[src/rtl/cpx_wide_pkg.sv]
package cpx_wide_pkg;
  localparam int unsigned WORD_W = 32;
  localparam int unsigned WIDE_W = 2 * WORD_W;
  localparam int unsigned IDX_W  = 4;
  localparam int unsigned NREG   = 3;

  typedef enum logic [1:0] {
    K_NONE   = 2'd0,
    K_WIDE   = 2'd1,
    K_SINGLE = 2'd2,
    K_UNDEF  = 2'd3
  } kind_e;

  typedef struct packed {
    kind_e            kind;
    logic             rd;
    logic [IDX_W-1:0] lo_idx;
    logic [IDX_W-1:0] hi_idx;
    logic [3:0]       crm;
    logic [3:0]       opc1;
  } dec_t;
endpackage

[src/rtl/cpx_insn_dec.sv]
module cpx_insn_dec
  import cpx_wide_pkg::*;
(
  input  logic              vld,
  input  logic [WORD_W-1:0] insn,
  output dec_t              dec
);
  always_comb begin
    dec.rd     = insn[20];
    dec.lo_idx = insn[15:12];
    dec.hi_idx = insn[19:16];
    dec.crm    = insn[3:0];
    dec.opc1   = insn[7:4];
    if (!vld)            dec.kind = K_NONE;
    else if (!insn[25])  dec.kind = K_WIDE;
    else if (insn[4])    dec.kind = K_SINGLE;
    else                 dec.kind = K_UNDEF;
  end
endmodule

[src/rtl/cpx_reg_sel.sv]
module cpx_reg_sel
  import cpx_wide_pkg::*;
(
  input  logic            en,
  input  logic [3:0]      crm,
  input  logic [3:0]      opc1,
  output logic [NREG-1:0] hit
);
  // slot 0: table base 0, slot 1: table base 1, slot 2: lookup result
  localparam logic [3:0] SEL_CRM  [NREG] = '{4'd2, 4'd2, 4'd7};
  localparam logic [3:0] SEL_OPC1 [NREG] = '{4'd0, 4'd1, 4'd0};
  for (genvar g = 0; g < NREG; g++) begin : g_sel
    assign hit[g] = en && (crm == SEL_CRM[g]) && (opc1 == SEL_OPC1[g]);
  end
endmodule

[src/rtl/cpx_wide_regs.sv]
module cpx_wide_regs
  import cpx_wide_pkg::*;
(
  input  logic              clk,
  input  logic              rst_n,
  input  logic [NREG-1:0]   wr_en,
  input  logic [WIDE_W-1:0] wr_data,
  input  logic [NREG-1:0]   rd_sel,
  output logic [WIDE_W-1:0] rd_data
);
  logic [WIDE_W-1:0] regs_q [NREG];

  for (genvar g = 0; g < NREG; g++) begin : g_reg
    always_ff @(posedge clk or negedge rst_n) begin
      if (!rst_n)        regs_q[g] <= '0;
      else if (wr_en[g]) regs_q[g] <= wr_data;
    end
  end

  always_comb begin
    rd_data = '0;
    for (int i = 0; i < NREG; i++)
      if (rd_sel[i]) rd_data = rd_data | regs_q[i];
  end

  p_sel_onehot_r4: assert property (@(posedge clk) disable iff (!rst_n)
    $onehot0(rd_sel) && $onehot0(wr_en));
  p_hold_r11: assert property (@(posedge clk) disable iff (!rst_n)
    (wr_en == '0) |=> $stable(regs_q[0]) && $stable(regs_q[1]) && $stable(regs_q[2]));
endmodule

[src/rtl/cpx_wide_xfer.sv]
module cpx_wide_xfer
  import cpx_wide_pkg::*;
(
  input  logic        clk,
  input  logic        rst_n,
  input  logic        feat_wide_en,
  input  logic        insn_vld,
  input  logic [31:0] insn,
  input  logic [31:0] gpr_lo_rdata,
  input  logic [31:0] gpr_hi_rdata,
  output logic        wb_lo_we,
  output logic [3:0]  wb_lo_idx,
  output logic [31:0] wb_lo_data,
  output logic        wb_hi_we,
  output logic [3:0]  wb_hi_idx,
  output logic [31:0] wb_hi_data,
  output logic        tlb_flush,
  output logic        wide_err,
  output logic        undef_insn,
  output logic        single_xfer
);
  dec_t              dec;
  logic [NREG-1:0]   hit;
  logic [NREG-1:0]   wr_en;
  logic [WIDE_W-1:0] rd_val;
  logic              is_wide, is_rd, is_wr;

  cpx_insn_dec u_dec (.vld(insn_vld), .insn(insn), .dec(dec));
  cpx_reg_sel  u_sel (.en(feat_wide_en), .crm(dec.crm), .opc1(dec.opc1), .hit(hit));

  assign is_wide = (dec.kind == K_WIDE);
  assign is_rd   = is_wide && dec.rd;
  assign is_wr   = is_wide && !dec.rd;
  assign wr_en   = is_wr ? hit : '0;

  cpx_wide_regs u_regs (
    .clk(clk), .rst_n(rst_n), .wr_en(wr_en),
    .wr_data({gpr_hi_rdata, gpr_lo_rdata}),
    .rd_sel(is_rd ? hit : '0), .rd_data(rd_val));

  // next-state
  logic        lo_we_d, hi_we_d, flush_d, err_d, undef_d, single_d;
  logic [3:0]  lo_idx_d, hi_idx_d;
  logic [31:0] lo_data_d, hi_data_d;
  logic        out_en;

  always_comb begin
    lo_we_d   = is_rd;
    hi_we_d   = is_rd;
    lo_idx_d  = dec.lo_idx;
    hi_idx_d  = dec.hi_idx;
    lo_data_d = rd_val[31:0];
    hi_data_d = rd_val[63:32];
    flush_d   = wr_en[0] | wr_en[1];
    err_d     = is_wr && (hit == '0);
    undef_d   = (dec.kind == K_UNDEF);
    single_d  = (dec.kind == K_SINGLE);
    out_en    = is_rd;
  end

  // registers
  always_ff @(posedge clk or negedge rst_n) begin
    if (!rst_n) begin
      wb_lo_we <= 1'b0; wb_hi_we <= 1'b0;
      tlb_flush <= 1'b0; wide_err <= 1'b0;
      undef_insn <= 1'b0; single_xfer <= 1'b0;
    end else begin
      wb_lo_we <= lo_we_d; wb_hi_we <= hi_we_d;
      tlb_flush <= flush_d; wide_err <= err_d;
      undef_insn <= undef_d; single_xfer <= single_d;
    end
  end

  always_ff @(posedge clk or negedge rst_n) begin
    if (!rst_n) begin
      wb_lo_idx <= '0; wb_hi_idx <= '0;
      wb_lo_data <= '0; wb_hi_data <= '0;
    end else if (out_en) begin
      wb_lo_idx <= lo_idx_d; wb_hi_idx <= hi_idx_d;
      wb_lo_data <= lo_data_d; wb_hi_data <= hi_data_d;
    end
  end

  p_we_pair_r5: assert property (@(posedge clk) disable iff (!rst_n)
    wb_lo_we == wb_hi_we);
  p_flush_one_r6: assert property (@(posedge clk) disable iff (!rst_n)
    tlb_flush |=> !tlb_flush || $past(insn_vld));
  p_class_excl_r2: assert property (@(posedge clk) disable iff (!rst_n)
    $onehot0({wb_lo_we, tlb_flush | wide_err, undef_insn, single_xfer}));
  p_idle_r11: assert property (@(posedge clk) disable iff (!rst_n)
    !insn_vld |=> !wb_lo_we && !tlb_flush && !wide_err && !undef_insn && !single_xfer);
  p_feat_off_r8: assert property (@(posedge clk) disable iff (!rst_n)
    (insn_vld && !feat_wide_en && !insn[25] && !insn[20]) |=> wide_err && !tlb_flush);
  p_undef_r9: assert property (@(posedge clk) disable iff (!rst_n)
    (insn_vld && insn[25] && !insn[4]) |=> undef_insn);
endmodule

[config.mk]
export PLATFORM = sky130hd
export DESIGN_NAME = cpx_wide_xfer
export DESIGN_NICKNAME = d
export VERILOG_FILES = /design/src/rtl/cpx_wide_pkg.sv /design/src/rtl/cpx_insn_dec.sv /design/src/rtl/cpx_reg_sel.sv /design/src/rtl/cpx_wide_regs.sv /design/src/rtl/cpx_wide_xfer.sv
export SDC_FILE = /design/constraint.sdc
export NUM_CORES = 1
export LEC_CHECK = 0
export BUFFER_PORTS_ARGS = -buffer_cell sky130_fd_sc_hd__buf_2
export CORE_AREA = 10 10 154 156
export DETAILED_ROUTE_END_ITERATION = 7
export DIE_AREA = 0 0 164 166
export PLACE_DENSITY_LB_ADDON = 0.2
export SYNTH_ARGS = -nofsm -noshare
export SYNTH_HDL_FRONTEND = slang
export SYNTH_SLANG_ARGS = --single-unit
export TNS_END_PERCENT = 30
[constraint.sdc]
create_clock -name clk -period 2.3 [get_ports clk]
set_clock_uncertainty 0.1 [all_clocks]
set_input_delay 0.115 -clock clk [delete_from_list [all_inputs] [get_ports clk]]
set_output_delay 0.115 -clock clk [all_outputs]
set_load 0.01 [all_outputs]
## Word level (Yosys, flattened, before mapping)

Index checks and enable logic that the tools add are counted.

- Equal/unequal tests: 6
- Reductions and logical operators: 11
- Mux-type cells: 8
- Bitwise gates (word level): 3

Operator list:

| operator | count |
|---|---|
| $mux W64 | 3 |
| $or A64 B64 Y64 | 2 |
| $logic_and A1 B1 Y1 | 8 |
| $mux W3 | 2 |
| $eq A2 B2 Y1 const B | 2 |
| $eq A4 B1 Y1 const B | 1 |
| $eq A4 B2 Y1 const B | 1 |
| $eq A4 B3 Y1 const B | 1 |
| $logic_not A4 Y1 | 1 |
| $mux W2 | 2 |
| $logic_not A3 Y1 | 1 |
| $eq A2 B1 Y1 const B | 1 |
| $logic_not A1 Y1 | 1 |
| $mux W1 | 1 |
| $or A1 B1 Y1 | 1 |

- Register bits: 269
- Word-level logic and storage cells: 40
- Bits of input ports: 100

## Longest topological paths before layout

Gate-level depths: netlist of the first run.

- Word-level depth: 11
- Depth in mapped cells: 7
- Mapped depth without buffers: 4

## By module

From an unflattened synthesis of the first run, not the netlist that was laid out.

- Cells, all modules: 754
- Area, all modules: 11531.1 µm²

By module, submodules not included:

| module | area an instance (µm²) | times used | cells each | seq. area each (µm²) |
|---|---|---|---|---|
| cpx_wide_regs | 8276.7 | 1 | 554 | 4804.6 |
| cpx_wide_xfer | 3052.9 | 1 | 174 | 1926.8 |
| cpx_insn_dec | 145.1 | 1 | 19 | 0.0 |
| cpx_reg_sel | 56.3 | 1 | 7 | 0.0 |

## Worst setup path before layout of the first run

No wires, ideal clock.

- Path kind: input to register
- Start point: input insn[0]
- End point: register u_regs.regs_q[100] (netlist name)
- Setup slack: 0.687 ns
- Arrival time: 1.385 ns
- Setup time: 0.127 ns
- Required time: 2.073 ns
- Stages: 5
- Path buffers: 2
- Path through: nor4b_1 -> buf_4 -> nand4_4 -> buf_6 -> mux2_1

- Longest elaborated chain between the ends: 4

Ends and longest elaborated chain:

| what | line | source |
|---|---|---|
| start, declared | cpx_wide_xfer.sv:8 | `input logic [31:0] insn,` |
| $eq A4 B2 Y1 | cpx_reg_sel.sv:13 | `assign hit[g] = en && (crm == SEL_CRM[g]) && (opc1 == SEL_OPC1[g]);` |
| $logic_and A1 B1 Y1 (2 in a row) | cpx_reg_sel.sv:13 |  |
| $mux W3 | cpx_wide_xfer.sv:34 | `assign wr_en = is_wr ? hit : '0;` |
| end signal, assigned by index | cpx_wide_regs.sv:16 | `else if (wr_en[g]) regs_q[g] <= wr_data;` |
| end, declared | cpx_wide_regs.sv:11 | `logic [WIDE_W-1:0] regs_q [NREG];` |

No other way between the ends.
A chain may end at the register's enable or synchronous reset.

## Final worst setup path of the first run

- Start point: input insn[25]
- End point: register u_regs.regs_q[172] (netlist name)

- Longest elaborated chain between the ends: 5

Ends and longest elaborated chain:

| what | line | source |
|---|---|---|
| $mux W2 | cpx_insn_dec.sv:15 | `else if (!insn[25]) dec.kind = K_WIDE;` |
| $mux W2 | cpx_insn_dec.sv:14 | `if (!vld) dec.kind = K_NONE;` |
| $eq A2 B1 Y1 | cpx_wide_xfer.sv:31 | `assign is_wide = (dec.kind == K_WIDE);` |
| $logic_and A1 B1 Y1 | cpx_wide_xfer.sv:33 | `assign is_wr = is_wide && !dec.rd;` |
| $mux W3 | cpx_wide_xfer.sv:34 |  |

No other way between the ends.

==> results of run 1 <==
synth_stat cells:
master | count | share of area, %
nor4b_4 | 1 | 0.21
inv_1 | 59 | 2.0
nand4_4 | 1 | 0.19
and3b_1 | 1 | 0.079
o211ai_1 | 7 | 0.47
nand3b_1 | 1 | 0.068
and4b_1 | 1 | 0.090
nand4_2 | 1 | 0.11
nor4b_1 | 1 | 0.079
and3_1 | 2 | 0.11
clkbuf_1 | 19 | 0.64
nor2b_1 | 1 | 0.056
mux2_2 | 72 | 7.3
nand4b_1 | 1 | 0.079
o221ai_1 | 58 | 4.6
nand4_1 | 7 | 0.39
nand3_1 | 2 | 0.090
nor3b_2 | 1 | 0.11
and2_1 | 2 | 0.11
nor2_1 | 2 | 0.068
dfrtp_1 | 269 | 61
nand4b_2 | 1 | 0.14
mux2i_1 | 47 | 4.2
nand2_1 | 89 | 3.0
a22oi_1 | 17 | 1.1
buf_6 | 6 | 0.61
mux2_1 | 120 | 12
buf_4 | 2 | 0.14
buf_2 | 26 | 1.2
per-layer routing:
metal / routed length (µm) / vias up / part of all wire [%]
met4: 386 / 4 / 1.5
met1: 11980 / 3779 / 45
li1: - / 3411 / -
met2: 12580 / 163 / 47
met3: 1532 / 34 / 5.8
met5: 23 / - / 0.087
worst register-to-register path, cell delays in order (launching register included):
cell      delay, ps
dfrtp_1         370
a22oi_1         190
o221ai_1        160
worst paths after layout:
check,from,end,slack [ps],cells after the start
worst min-delay path,insn[6],tlb_flush,40,4
min in group asynchronous,rst_n,u_regs.regs_q[26],50,2
worst max-delay path,insn[25],u_regs.regs_q[172],330,6
worst min register to register,wb_hi_idx[2],wb_hi_idx[2],370,2
max in group asynchronous,rst_n,u_regs.regs_q[92],1390,3
worst max register to register,u_regs.regs_q[159],wb_lo_data[31],1340,2
metrics by stage:
stage	instances	instance area, µm²	setup slack [ps]
2_1_floorplan	817	11110	687.1
3_3_place_gp	1231	12320	425.9
3_5_place_dp	1231	12320	388.1
4_1_cts	1357	14020	356.0
5_1_grt	1358	14020	252.4
6_report	1359	14020	329.7
flip-flops by register name, indices dropped and copies added (netlist names):
name,count
wb_lo_data,32
undef_insn,1
tlb_flush,1
wb_lo_idx,4
wide_err,1
wb_hi_data,32
u_regs.regs_q,192
wb_hi_idx,4
wb_hi_we,1
single_xfer,1
power groups by stage:
stage / registers, µW / clock network [µW] / logic (µW)
finish: 4810 / 4440 / 532
global route: 4810 / 4730 / 588
CTS: 4810 / 4540 / 539
detailed placement: 4900 / 0 / 431
global placement: 4890 / 0 / 426
floorplan: 4910 / 0 / 124
cell families after synthesis:
logic type | Yosys count | share of synthesized area, %
flip-flops | 269 | 60.57
AO/OA/AOI/OAI | 82 | 6.192
buffers and inverters | 112 | 4.548
AND/OR/NAND/NOR | 115 | 4.999
multiplexers | 239 | 23.69
layout make-up:
class                      count  area (µm²)  share of cell area (%)
inverter                      59       221.5                   1.579
antenna                        2       5.005                 0.03569
multi-input combinational    436        3899                   27.80
tap                          275       344.1                   2.453
timing repair buffer         270        1902                   13.56
clock buffer                  42       864.6                   6.165
sequential                   269        6731                   48.00
clock inverter                 6       57.56                  0.4104
timing repair:
item	in CTS	in global routing
resized for setup	0	0
hold buffers	78	0
hold endpoints to repair	473	0
==> out/metrics.csv, run 1 <==
metric,value,unit
synth_cell_types,29,
syn_area,11110,µm²
fp.dieH,166,µm
crit_fanout,39,
worstSetupPathType,input pin to flip-flop,
start_kind,input pin,
finalCritPeriodShare,85.66,%
p_sw_share,21.29,%
period_minus_slack,1970,ps
clkSlewWorstSetupHoldPaths,60,ps
vias,7391,
wl,26.50,mm
final_cell_mix,"dfrtp_1 (269), buf_2 (161), mux2_1 (120)",
seq_power_share,49.2,%
internal-power,7704,µW
ys_seq_area_share,60.57,%
power_frac_clock,45.4,%
cts_tree,built,
p_per_area,697.9,nW/µm²
crit_family,buffers and inverters,
grt_start_max_net_pins,73,
fillers,1531,
place_congestion,0.7584,
cap_violations,0,
start_util,53.71,%
max_freq,507.5,MHz
rows,53,
grt_first_pass_wirelength,43.33,mm
core,20690,µm²
crit_path_end_kind,flip-flop,
grt.busiest_layer,met2,
worstPathArrival,2280,ps
worstPathCellList,dlygate4sd3_1 > buf_2 > nor3b_2 > nand4b_1 > buf_4 > mux2_2,
drtAntennaViolNets,0,
htreeDepth,1,
wire_per_inst,19.50,µm
dr.pass1.iters,4,
use_met1,26.15,%
status,"complete, no violations",
drc,0,
worst_slew_pin_slew,964.3,ps
leakage,0.007295,µW
grt_use_met2,31.90,%
die_w,164,µm
port_buffers,163,
die_area,27220,µm²
clk_root_buffer_cell,clkbuf_16,
grt-ovfl-total,0,
cts_setup_buffers,0,
ys.warnings.count,0,
critPathBufInv,3,
syn_to_final_growth,26.20,%
cts_num_sinks,269,
met3_usage,4.239,%
critPathSlowestCell,dlygate4sd3_1,
nets,1164,
finalPower,9788,µW
cts_made_buffers,28,
track_usage,19.46,%
finalMaxSlewViolations,0,
hold_viol,0,
fin_util,67.79,%
grt_pass1_vias,8016,
grt_setup_unrepaired,no,
cts_max_path_buffers,3,
switchingPower,2084,µW
clkLatencyLatePin,530,ps
hold_ws,39.18,ps
fin_setup_tns,0,ps
critPathRequiredTime,2610,ps
postSynthCellCount,817,
holdCritPathClass,input pin to flip-flop,
drive_above_1_share,29.21,%
setup_viol_count_final,0,
final_common_cell,dfrtp_1,
ys_seq_elements,269,
ioPinCount,178,
relSlewSlack,35.71,%
initialDrtViolationCount,424,
p_comb_share,5.4,%
dp_hpwl,16.55,mm
cpPeakStageDelay,540,ps
syn-num-nets,917,
viasPerCell,5.439,
peakVddDrop,604.2,µV
syn_area_per_cell,13.60,µm²
antenna_found_initial,4,
No activity file was read; power rests on OpenSTA's default activity.
==> run 2: changes to the inputs <==
- RECOVER_POWER: default -> 100
==> run 2 against run 1 <==
Net effect:
- hold slack worse by 0.67 ps
- largest power group unchanged
- sequential share of layout area grew 0.48 points
- critical path type unchanged
- sequential power is essentially flat
- utilization is 0.67 points lower
- combinational power is 2% lower
- maximum frequency decreased by 4.5%
- sequential cell count unchanged
- the run now ends with max-capacitance violations, max-slew violations left
- via count grew 0.12%
- clock power is essentially flat
- non-clock buffer count stayed put
- final cell count unchanged
==> out/metrics.csv, run 2 (same netlist as run 1, synthesis figures left out) <==
metric,value,unit,change
seq_area,6731,µm²,unchanged
initialDrtViolationCount,386,,-9.0%
crit_path_end_kind,flip-flop,,
final_common_cell,dfrtp_1,,
rrSetupSlack,1330,ps,about the same
violations,"max-capacitance violations, max-slew violations",,
clkSlewWorstSetupHoldPaths,60,ps,about the same
viasPerCell,5.445,,+0.12%
nets,1164,,unchanged
r2r_cells,2,,unchanged
drtAntennaViolNets,0,,unchanged
holdCritPathClass,input pin to flip-flop,,
cts_made_buffers,28,,unchanged
track_usage,19.46,%,unchanged
p_per_area,704.4,nW/µm²,+0.93%
clkLatencyLatePin,520,ps,about the same
dp_cells,1231,,unchanged
cts_hold_buf,78,,unchanged
cts_resized,0,,unchanged
timing.rr.end,wb_hi_data[8],,
dr.pass1.iters,4,,unchanged
drive_above_1_share,21.72,%,-7.5 points
setup_viol_count_final,0,,unchanged
worstSetupPathType,input pin to flip-flop,,
holdPathStages,4,,unchanged
antenna_found_initial,4,,unchanged
die_w,164,µm,unchanged
dp_hpwl,16.55,mm,unchanged
multiInputGateArea,3899,µm²,unchanged
worstPathArrival,2370,ps,+90 ps
wl,26.45,mm,-0.20%
final_cell_count_no_fill,1359,,unchanged
die_area,27220,µm²,unchanged
place_congestion,0.7584,,unchanged
port_buffers,163,,unchanged
cts_setup_buffers,0,,unchanged
cts_max_path_buffers,3,,unchanged
start_kind,input pin,,
grt_pass1_vias,8016,,unchanged
hold_viol,0,,unchanged
top_register,u_regs.regs_q,,
start_util,53.71,%,unchanged
grt-ovfl-total,0,,unchanged
final_cell_mix,"dfrtp_1 (269), mux2_1 (120), nand2_1 (89)",,
hold_start,insn[6],,
crit_family,buffers and inverters,,
max_freq,484.5,MHz,-4.5%
ioPinCount,178,,unchanged
vias,7400,,+0.12%
critPathRequiredTime,2600,ps,about the same
critPathSlowestCell,nor3b_2,,
peakVddDrop,603.6,µV,-0.11%
largest_reg_flops,192,,unchanged
finalMaxSlewViolations,63,,+63
syn_to_final_growth,24.95,%,
fp.dieH,166,µm,unchanged
htreeDepth,1,,unchanged
fillers,1587,,+3.7%
cts_num_sinks,269,,unchanged
period_minus_slack,2064,ps,+93.59 ps
crit_fanout,28,,-28%
core,20690,µm²,unchanged
cap_violations,1,,+1
status,"complete, but fails checks",,
cpPeakStageDelay,550,ps,about the same
r2r_start,u_regs.regs_q[104],,
leakage,0.006937,µW,-4.9%
grt_setup_unrepaired,no,,
finalCritPeriodShare,89.73,%,+4.1 points
top_regs,"u_regs.regs_q: 192 flops, wb_hi_data: 32 flops, wb_lo_data: 32 flops",,
relSlewSlack,-20.96,%,-57 points
rows,53,,unchanged
wire_per_inst,19.46,µm,-0.20%
clk_root_buffer_cell,clkbuf_16,,
fin_area,13890,µm²,-0.99%
worstPathCellList,dlygate4sd3_1 > clkbuf_1 > nor3b_2 > nand4_4 > buf_2 > mux2_1,,
drc,0,,unchanged
critPathBufInv,3,,unchanged
grt_start_max_net_pins,73,,unchanged
cts_tree,built,,
worst_slew_pin_slew,1814,ps,+850.2 ps
grt_first_pass_wirelength,43.33,mm,unchanged
min_to,tlb_flush,,
fin_setup_tns,0,ps,unchanged
placed_area,12320,µm²,unchanged
-- run 2: cell type report --
cell class / instances / share of cell area [%]
clock buffers: 42 / 6.226
multi-input cells: 436 / 28.08
flip-flops and latches: 269 / 48.48
clock inverters: 6 / 0.4145
well taps: 275 / 2.478
repair buffers: 270 / 12.70
inverters: 59 / 1.595
diodes: 2 / 0.03604
-- run 2: how the worst max path moves through the flow --
stage | from | end | cells past startpoint
after floorplan | insn[0] | u_regs.regs_q[100] | 5
after global placement | insn[25] | u_regs.regs_q[166] | 5
after detailed placement | insn[25] | u_regs.regs_q[173] | 5
after CTS | insn[25] | u_regs.regs_q[165] | 6
after global routing | rst_n | wb_hi_idx[1] | 3
final | insn[25] | u_regs.regs_q[52] | 6
-- run 2: routing by layer --
| layer | vias to the layer above | global-route usage [%] | part of all wire [%] | wire length [µm] |
|---|---|---|---|---|
| met3 | 36 | 4.239 | 6.0 | 1574 |
| li1 | 3413 | - | - | - |
| met4 | 4 | 3.731 | 1.5 | 384 |
| met1 | 3770 | 26.15 | 45 | 11990 |
| met2 | 177 | 31.90 | 47 | 12480 |
| met5 | - | 0 | 0.087 | 23 |
-- run 2: power by group --
| group | internal [µW] | total [µW] | switching (µW) |
|---|---|---|---|
| registers | 4790 | 4810 | 26.4 |
| clock network | 2680 | 4450 | 1760 |
| logic | 229 | 523 | 294 |
| total | 7700 | 9780 | 2080 |
-- run 2: tightest hold or removal path, stage by stage --
cell and delay, ps:
buf_2 100, nor4b_4 40, buf_4 200, and3_1 160
-- run 2: metrics by stage --
step                setup WS, ps  util [%]  hold WS, ps  power [µW]
floorplan                  687.1         -       -280.6        5030
global placement           425.9     59.53        16.93        5319
detailed placement         388.1     59.53        18.61        5326
CTS                        356.0     67.76        18.23        9888
global route               133.4     67.10        39.66       10120
finish                     236.1     67.11        38.50        9781
==> run 3: changes to the inputs <==
- ABC_AREA: default -> 1
- CORE_AREA: 10 10 154 156 -> 10 10 166 168
- DIE_AREA: 0 0 164 166 -> 0 0 176 178
- clock period: 2.3 -> 1.8 ns (I/O delays scaled with it)
==> run 3 against run 2 <==
Net effect:
- the run now ends clean
- critical path depth rose by 3
- synthesized cell count rose by 74%
- via count rose by 30%
- die area rose by 15%
- sequential share of layout area fell by 2.8 points
- register-to-register slack got worse by 540 ps
- cell area rose by 6.2%
- utilization fell by 6.0 points
- worst setup slack got worse by 130 ps
- global-route usage fell by 0.49 points
- critical path type unchanged
- highest routed layer is now met4
==> out/metrics.csv, run 3 <==
metric,value,unit,change
clk_root_buffer_cell,clkbuf_16,,
hold_ws,23.23,ps,-15.27 ps
ioPinCount,178,,unchanged
wl,29.53,mm,+12%
htreeDepth,1,,unchanged
place_congestion,0.7491,,-1.2%
async_flop_share,100.0,%,unchanged
cts_resized,0,,unchanged
finalCritPeriodShare,94.23,%,
holdCritPathClass,input pin to flip-flop,,
largest_reg_flops,192,,unchanged
finalPower,14290,µW,+46%
die_w,176,µm,+7.3%
dp_hpwl,18.22,mm,+10%
fillers,2319,,+46%
cts_max_path_buffers,3,,unchanged
viasPerCell,4.827,,-11%
cts_made_buffers,29,,+3.6%
startpoint,insn[25],,
critPathRequiredTime,2150,ps,-450 ps
cpPeakStageDelay,580,ps,+30 ps
p_per_area,969.1,nW/µm²,+38%
top_register,u_regs.regs_q,,
timing.rr.end,wb_hi_data[31],,
period_minus_slack,1696,ps,
r2r_cells,3,,+1
preCtsSetupSlack,121.0,ps,-267.1 ps
seq_area,6731,µm²,unchanged
start_util,51.74,%,-2.0 points
nets,1745,,+50%
synth-edff-count,0,,unchanged
cts_setup_buffers,0,,unchanged
die_area,31330,µm²,+15%
grt-ovfl-total,0,,unchanged
dr.pass1.iters,7,,+3
worstSetupPathType,input pin to flip-flop,,
syn-num-nets,1520,,+66%
core,24110,µm²,+17%
fp.dieH,178,µm,+7.2%
syn_area,12470,µm²,+12%
worstPathCellList,dlygate4sd3_1 > buf_2 > nand2_1 > nand3_1 > nor2_2 > buf_12 > dlygate4sd3_1 > nand2_1 > nor3_1,,
syn_to_final_growth,18.20,%,
fin_util,61.15,%,-6.0 points
grt_start_max_net_pins,68,,-6.8%
setup_viol_count_final,0,,unchanged
syn_area_per_cell,8.783,µm²,-35%
ys_seq_elements,269,,unchanged
cts_hold_buf,82,,+5.1%
synth_top_cells_by_count,"nand2_1 (404), dfrtp_1 (269), inv_1 (160)",,
post-synth-top-count-cell,nand2_1,,
multiInputGateArea,4070,µm²,+4.4%
r2r_start,wb_hi_data[31],,
fin_ws,103.9,ps,-132.2 ps
synth_cell_types,24,,-17%
synth_flop_cell,dfrtp_1,,
ys.warnings.count,0,,unchanged
rrSetupSlack,790,ps,-540 ps
synth_top_cell_area_share,53.97,%,-6.6 points
cts_num_sinks,269,,unchanged
critPathSlowestCell,dlygate4sd3_1,,
yosysTopAreaCell,dfrtp_1,,
ys_seq_area_share,53.97,%,-6.6 points
antenna_found_initial,0,,-4
relSlewSlack,62.55,%,+84 points
crit_fanout,4,,-86%
grt_pass1_vias,9692,,+21%
track_usage,18.97,%,-0.49 points
fin_setup_tns,0,ps,unchanged
clkLatencyLatePin,540,ps,+20 ps
cts_tree,built,,
wire_per_inst,14.83,µm,-24%
rows,57,,+7.5%
final_cell_mix,"nand2_1 (406), dfrtp_1 (269), o21ai_0 (181)",,
grt_setup_unrepaired,no,,
antenna_cells,0,,-2
vias,9615,,+30%
peakVddDrop,630.2,µV,+4.4%
start_kind,input pin,,
worst_slew_pin_slew,561.7,ps,-1253 ps
worstPathArrival,2050,ps,-320 ps
crit_path_end_kind,flip-flop,,
status,"complete, no violations",,
yosys-top-cells-area,"dfrtp_1 (54%), nand2_1 (12%), o21ai_2 (7.4%), inv_1 (4.8%), buf_6 (4.3%)",,
drc,0,,unchanged
cp-endpoint,wide_err,,
max_freq,589.6,MHz,
finalMaxSlewViolations,0,,-100%
holdPathStages,6,,+2
drive_above_1_share,15.23,%,-6.5 points
port_buffers,163,,unchanged
top_regs,"u_regs.regs_q: 192 flops, wb_hi_data: 32 flops, wb_lo_data: 32 flops",,
leakage,0.007421,µW,+7.0%
clkSlewWorstSetupHoldPaths,60,ps,about the same
hold_viol,0,,unchanged
final_common_cell,nand2_1,,
drtAntennaViolNets,0,,unchanged
grt_first_pass_wirelength,49.42,mm,+14%
initialDrtViolationCount,778,,+100%
cap_violations,0,,-1
postSynthCellCount,1420,,+74%
run 3: logic make-up (layout without fill, tap and decap cells):
kind of cell	Yosys count	count (layout)	share of synthesized area, %
AND/OR/NAND/NOR	680	680	23.05
flip-flops	269	269	53.97
buffers and inverters	248	496	10.86
AO/OA/AOI/OAI	223	223	12.11
run 3: critical path: cells and delay by family:
| family | cells | cell delay, ps |
|---|---|---|
| AND/OR/NAND/NOR | 5 | 510 |
| buffers and inverters | 4 | 1440 |
run 3: layout make-up:
class                      count  share of cell area (%)
sequential                   269                   45.66
multi-input combinational    903                   27.61
timing repair buffer         279                   12.84
clock buffer                  43                   5.687
inverter                     163                   4.184
tap                          324                   2.750
clock inverter                11                   1.265
run 3: routing by layer:
layer	GRT usage, %	vias up	part of all wire, %
li1	-	4834	-
met2	32.22	223	48
met1	24.91	4519	45
met5	0	-	0
met3	3.298	39	4.9
met4	4.345	0	1.5
run 3: where the power goes:
part	internal [µW]	switching, µW
Sequential	6360	168
Clock	3930	2360
Combinational	646	818
Total	10900	3350
run 3: worst min-delay path by stage:
stage / from / end / slack (ps)
after global placement: rst_n / wb_hi_idx[2] / -70
after floorplan: rst_n / single_xfer / -310
final: insn[6] / u_regs.regs_q[78] / 20
after global routing: insn[7] / u_regs.regs_q[78] / 50
after detailed placement: rst_n / wb_hi_idx[2] / -60
after CTS: insn_vld / wb_hi_data[19] / 5
run 3: metrics by stage:
stage	instance area, µm²	instances
global route	14740	1992
CTS	15310	1992
floorplan	12470	1420
detailed placement	13470	1856
finish	14740	1992
global placement	13470	1856
